**src/rtl/irq_frame_seq.sv**
```systemverilog
module irq_frame_seq #(
  parameter logic [7:0] DF_VEC = 8'd8,
  parameter int RESET_COUNT = 3
)(
  input  logic        clk,
  input  logic        rst_n,
  input  logic        start_i,
  input  logic        fault_i,
  input  logic [7:0]  vec_i,
  input  logic        pmode_i,
  input  logic        v86_i,
  input  logic [1:0]  gate_type_i,
  input  logic [1:0]  old_cpl_i,
  input  logic [1:0]  new_rpl_i,
  input  logic [31:0] err_code_i,
  input  logic [31:0] old_flags_i,
  input  logic [15:0] old_cs_i,
  input  logic [31:0] old_eip_i,
  input  logic [15:0] old_ss_i,
  input  logic [31:0] old_esp_i,
  input  logic [31:0] new_esp_i,
  input  logic [15:0] gs_i,
  input  logic [15:0] fs_i,
  input  logic [15:0] ds_i,
  input  logic [15:0] es_i,
  input  logic [15:0] gate_sel_i,
  input  logic [31:0] gate_off_i,
  input  logic [31:0] ivt_base_i,
  input  logic [31:0] ivt_entry_i,
  output logic [31:0] ivt_addr_o,
  input  logic        push_ready_i,
  input  logic        abort_i,
  output logic        push_valid_o,
  output logic [31:0] push_data_o,
  output logic        push_wide_o,
  output logic [31:0] push_addr_o,
  output logic        busy_o,
  output logic        done_o,
  output logic        reset_req_o,
  output logic [7:0]  vec_o,
  output logic [31:0] new_flags_o,
  output logic        null_segs_o,
  output logic [15:0] target_sel_o,
  output logic [31:0] target_off_o
);
  localparam int NSLOT = 10;
  localparam int IW = $clog2(NSLOT);
  localparam int CW = $clog2(RESET_COUNT + 1);
  localparam int TF_BIT = 8;
  localparam int IF_BIT = 9;
  localparam int NT_BIT = 14;

  logic [NSLOT-1:0] pend_q, pend_nx, pend_n;
  logic [31:0]      slot_q [NSLOT];
  logic [31:0]      slot_n [NSLOT];
  logic [31:0]      sp_q;
  logic             wide_q;
  logic [CW-1:0]    cnt_q;
  logic [IW-1:0]    cur;

  wire go     = start_i && !push_valid_o;
  wire v86    = pmode_i && v86_i;
  wire esc    = fault_i && (cnt_q != '0);
  wire third  = fault_i && (cnt_q == CW'(RESET_COUNT - 1));
  wire [7:0] evec = esc ? DF_VEC : vec_i;
  wire wide_n = pmode_i && gate_type_i[1];
  wire priv   = pmode_i && ((old_cpl_i > new_rpl_i) || v86_i);
  wire errc   = fault_i && pmode_i &&
                (evec == 8'd8 || (evec >= 8'd10 && evec <= 8'd14) || evec == 8'd17);
  wire fire   = push_valid_o && push_ready_i && !abort_i;

  assign ivt_addr_o   = ivt_base_i + (32'(evec) << 2);
  assign push_valid_o = |pend_q;
  assign busy_o       = push_valid_o;
  assign push_addr_o  = sp_q - (wide_q ? 32'd4 : 32'd2);
  assign push_data_o  = wide_q ? slot_q[cur] : {16'h0, slot_q[cur][15:0]};
  assign push_wide_o  = wide_q;
  assign pend_nx      = pend_q & ~(NSLOT'(1) << cur);
  assign pend_n       = {errc, 3'b111, priv, priv, {4{v86}}};

  always_comb begin
    cur = '0;
    for (int i = NSLOT - 1; i >= 0; i--)
      if (pend_q[i]) cur = IW'(i);
  end

  always_comb begin
    slot_n[0] = 32'(gs_i);
    slot_n[1] = 32'(fs_i);
    slot_n[2] = 32'(ds_i);
    slot_n[3] = 32'(es_i);
    slot_n[4] = 32'(old_ss_i);
    slot_n[5] = old_esp_i;
    slot_n[6] = old_flags_i;
    slot_n[7] = 32'(old_cs_i);
    slot_n[8] = old_eip_i;
    slot_n[9] = err_code_i;
  end

  always_ff @(posedge clk) begin
    if (!rst_n) begin
      pend_q       <= '0;
      sp_q         <= '0;
      wide_q       <= 1'b0;
      cnt_q        <= '0;
      done_o       <= 1'b0;
      reset_req_o  <= 1'b0;
      vec_o        <= '0;
      new_flags_o  <= '0;
      null_segs_o  <= 1'b0;
      target_sel_o <= '0;
      target_off_o <= '0;
      for (int i = 0; i < NSLOT; i++) slot_q[i] <= '0;
    end else begin
      done_o      <= 1'b0;
      reset_req_o <= 1'b0;
      if (abort_i && push_valid_o) begin
        pend_q <= '0;
      end else if (fire) begin
        pend_q <= pend_nx;
        sp_q   <= push_addr_o;
        if (pend_nx == '0) begin
          done_o <= 1'b1;
          cnt_q  <= '0;
        end
      end else if (go) begin
        if (third) begin
          reset_req_o <= 1'b1;
          cnt_q       <= '0;
        end else begin
          if (fault_i) cnt_q <= cnt_q + CW'(1);
          pend_q      <= pend_n;
          sp_q        <= priv ? new_esp_i : old_esp_i;
          wide_q      <= wide_n;
          vec_o       <= evec;
          null_segs_o <= v86;
          for (int i = 0; i < NSLOT; i++) slot_q[i] <= slot_n[i];
          new_flags_o <= old_flags_i
                         & ~(32'(1) << TF_BIT)
                         & ~((!pmode_i || !gate_type_i[0]) ? (32'(1) << IF_BIT) : 32'h0)
                         & ~(pmode_i ? (32'(1) << NT_BIT) : 32'h0);
          target_sel_o <= pmode_i ? gate_sel_i : ivt_entry_i[31:16];
          target_off_o <= pmode_i ? (wide_n ? gate_off_i : {16'h0, gate_off_i[15:0]})
                                  : {16'h0, ivt_entry_i[15:0]};
        end
      end
    end
  end
endmodule

```
**config.mk**
```make
export PLATFORM = sky130hd
export DESIGN_NAME = irq_frame_seq
export DESIGN_NICKNAME = d
export VERILOG_FILES = /design/src/rtl/irq_frame_seq.sv
export SDC_FILE = /design/constraint.sdc
export NUM_CORES = 1
export LEC_CHECK = 0
export BUFFER_PORTS_ARGS = -buffer_cell sky130_fd_sc_hd__buf_2
export CAP_MARGIN = 40
export CORE_AREA = 4 4 227 229
export CTS_CLUSTER_DIAMETER = 100
export CTS_CLUSTER_SIZE = 12
export DETAILED_ROUTE_END_ITERATION = 10
export DIE_AREA = 0 0 231 233
export GPL_ROUTABILITY_DRIVEN = 1
export PLACE_DENSITY = 0.6
export SYNTH_ARGS = -nofsm -noshare
export SYNTH_HDL_FRONTEND = slang
export SYNTH_SLANG_ARGS = --single-unit
export TNS_END_PERCENT = 30
```
**constraint.sdc**
```tcl
create_clock -name clk -period 10.1 [get_ports clk]
set_input_delay 2.525 -clock clk [delete_from_list [all_inputs] [get_ports clk]]
set_output_delay 2.525 -clock clk [all_outputs]
set_load 0.05 [all_outputs]
```
==> metrics.cfg <==
[routing]
routedWlPerCell_um = 23.1
drc_errors = 0
via_per_inst = 5.22
wl_mm = 64.1
drt_iter0_drc = 1392
dr.pass1.iters = 9
ant_nets = 0
routed-via-count = 14461

[placement]
port_buffers = 574
globalplace.congestion = 0.872
numPlacedInstances = 2703
hpwl_mm = 48.7

[synth]
synthCells = 1542
ys_ff_latch = 359
synth_warnings = 0
ys_top_cells_by_area = edfxtp_1 39%, dfxtp_1 16%, and2_1 8.6%
ys_seq_area_share_pct = 55.0
synth_flop_cell = edfxtp_1
synth_area_per_cell_um2 = 11.1
synth_area_um2 = 17200
synth_nets = 1946
synth_common_cells = 237 x and2_1, 224 x edfxtp_1, 135 x dfxtp_1
synth.most_common_cell = and2_1
synth_top_area_share_pct = 39.2
synth_largest_area_cell = edfxtp_1
synth_enable_flop_cells = 224
synth-async-reset-ratio_pct = 0
synth_cell_types = 74

[worst_setup_path]
slowest_stage = o41a_1
r2r_slack_ns = 6.53
max_stage_delay_ns = 0.50
crit_fanout = 11
endpoint_kind = output port
crit_chain = buf_2, o21ai_1, and2_1, ha_1, inv_1, fa_1, nor2b_1, o21ai_0, o21ai_0, o41a_1, nand4_1, xnor2_1, buf_2
critPathKind = primary input to output port
ff2ff_path_depth = 8
worstPathArrival_ns = 5.56
regToRegEndpoint = sp_q[28]
crit_required_ns = 7.58
critical_path.startpoint_type = primary input
timing.rr.start = push_wide_o

[floorplan]
chipWidth_um = 231
die_area_um2 = 53800
io_pins = 580
core_area_um2 = 49700
rows = 82
start_util_pct = 34.5
die_h_um = 233

[final_layout]
stdcell_count = 2771
drive_gt1_share_pct = 34.4
area_growth_pct = 27.3
nFillCells = 4898
nets = 2473

[outcome]
status = complete, no violations

[clocking]
post_cts_buffers = 0
postCtsHoldBufs = 0
cts_tree = done
clk_latency_ns = 0.55
clk_path_buf_depth = 3
cts.clk_slew.worst_paths_ns = 0.07
root_buffer = clkbuf_16
cts_resized = 0
cts_max_level = 2
cts_made_buffers = 36
cts.sinks = 359

[grt]
grt_pass1_wl_mm = 91.4
grt_max_degree = 108
grt_overflow_total = 0
grt_use_total_pct = 22.5
grt_pass1_vias = 14472
antenna_found_initial = 23

[timing]
fin_skew_ns = 0.0192
slew_viol_final = 0
tightest_slew_ns = 0.899
fin_setup_tns_ns = 0
slew_headroom_pct = 40.0
finalHoldViolations = 0
post-route-period-util_pct = 80.1
max_freq_mhz = 124
grt_setup_unrepaired = false
layout_min_cycle_time_ns = 8.09
setup_viol = 0
holdWs_ns = 0.442

[pwr]
ir_worst_vdd_mv = 0.179
power_density_nw_per_um2 = 354
total_power_mw = 7.73
leakagePower_nw = 9.64

[min_path]
holdCritStartpoint = new_flags_o[9]
hold_depth = 2
whs_endpoint = new_flags_o[9]
holdCritPathClass = register to register

[flow_run]
max_cap_viol_count = 0

layout by cell type (no fill, tap or decap), types with 16 or more instances in the layout:
master	n
buf_2	575
and2_1	237
edfxtp_1	224
dfxtp_1	135
nand2_1	96
nor2_1	84
a21oi_1	78
a222oi_1	48
mux2_2	43
o21ai_0	40
mux2i_1	38
clkbuf_16	37
xnor2_1	36
a211oi_1	35
a21o_1	32
a22o_1	23
inv_1	20
clkbuf_1	20
xor2_1	19
and3_1	18
nand3_1	17
buf_4	17
a31oi_1	16
o221ai_1	16
how the worst max path moves through the flow:
stage | from | end | slack (ns) | depth (start not counted)
after floorplan | start_i | slot_q[0][0] | 1.67 | 6
after global placement | fault_i | ivt_addr_o[20] | 2.10 | 13
after detailed placement | fault_i | ivt_addr_o[22] | 2.08 | 13
after CTS | fault_i | ivt_addr_o[22] | 2.04 | 13
after global routing | fault_i | ivt_addr_o[26] | 1.76 | 13
final | fault_i | ivt_addr_o[20] | 2.01 | 13
sequential cells by signal, summed over array words and instances (netlist names), 2 cells and up:
| name | cells |
|---|---|
| slot_q | 224 |
| vec_o | 8 |
| new_flags_o | 31 |
| pend_q | 10 |
| sp_q | 32 |
| target_off_o | 32 |
| cnt_q | 2 |
| target_sel_o | 16 |
power by group:
group | switching (mW) | internal (mW)
registers | 0.244 | 2.21
clock network | 0.581 | 0.683
logic | 2.91 | 1.09
stage by stage:
step	setup WS (ns)	util, %	instance area (um^2)
2_1_floorplan	1.67	-	17200
3_3_place_gp	2.10	41.4	20600
3_5_place_dp	2.08	41.9	20800
4_1_cts	2.04	44.0	21800
5_1_grt	1.76	44.0	21800
6_report	2.01	44.0	21800
critical path, delay by kind of cell:
family | cells | cell delay, ns
adder cells (fa/ha/maj) | 2 | 0.60
buffers and inverters | 3 | 0.48
AND/OR/NAND/NOR | 3 | 0.54
XOR/XNOR | 1 | 0.18
AO/OA/AOI/OAI | 4 | 1.21
kinds of logic (layout without fill, tap and decap cells):
kind of cell,count (synthesis),count (layout),synth area share [%]
other,1,8,0.0219
buffers and inverters,138,688,3.33
xor gates and xnor gates,55,55,2.81
and+or+nand+nor,536,536,17.4
muxes,95,95,5.96
DFF,359,359,55.0
AOI/OAI and AO/OA,344,344,14.4
adders and majority gates,14,14,1.11
per-layer routing:
| layer | global-route usage [%] | vias to the layer above | share of wire, % |
|---|---|---|---|
| met5 | 0 | - | 0.27 |
| met4 | 6.33 | 28 | 2.5 |
| met3 | 7.55 | 114 | 9.1 |
| met2 | 38.0 | 553 | 49 |
| met1 | 27.4 | 7027 | 39 |
| li1 | - | 6739 | - |
final cells by class:
type / count / area (um^2) / share of cell area [%]
diodes: 7 / 17.5 / 0.0802
flip-flops and latches: 359 / 9430 / 43.2
clock buffers: 57 / 1000 / 4.58
well taps: 672 / 841 / 3.85
repair buffers: 603 / 3210 / 14.7
clock inverters: 4 / 32.5 / 0.149
multi-input cells: 1045 / 7220 / 33.0
inverters: 24 / 97.6 / 0.447
Note: power is estimated with default switching activity, not from simulation.
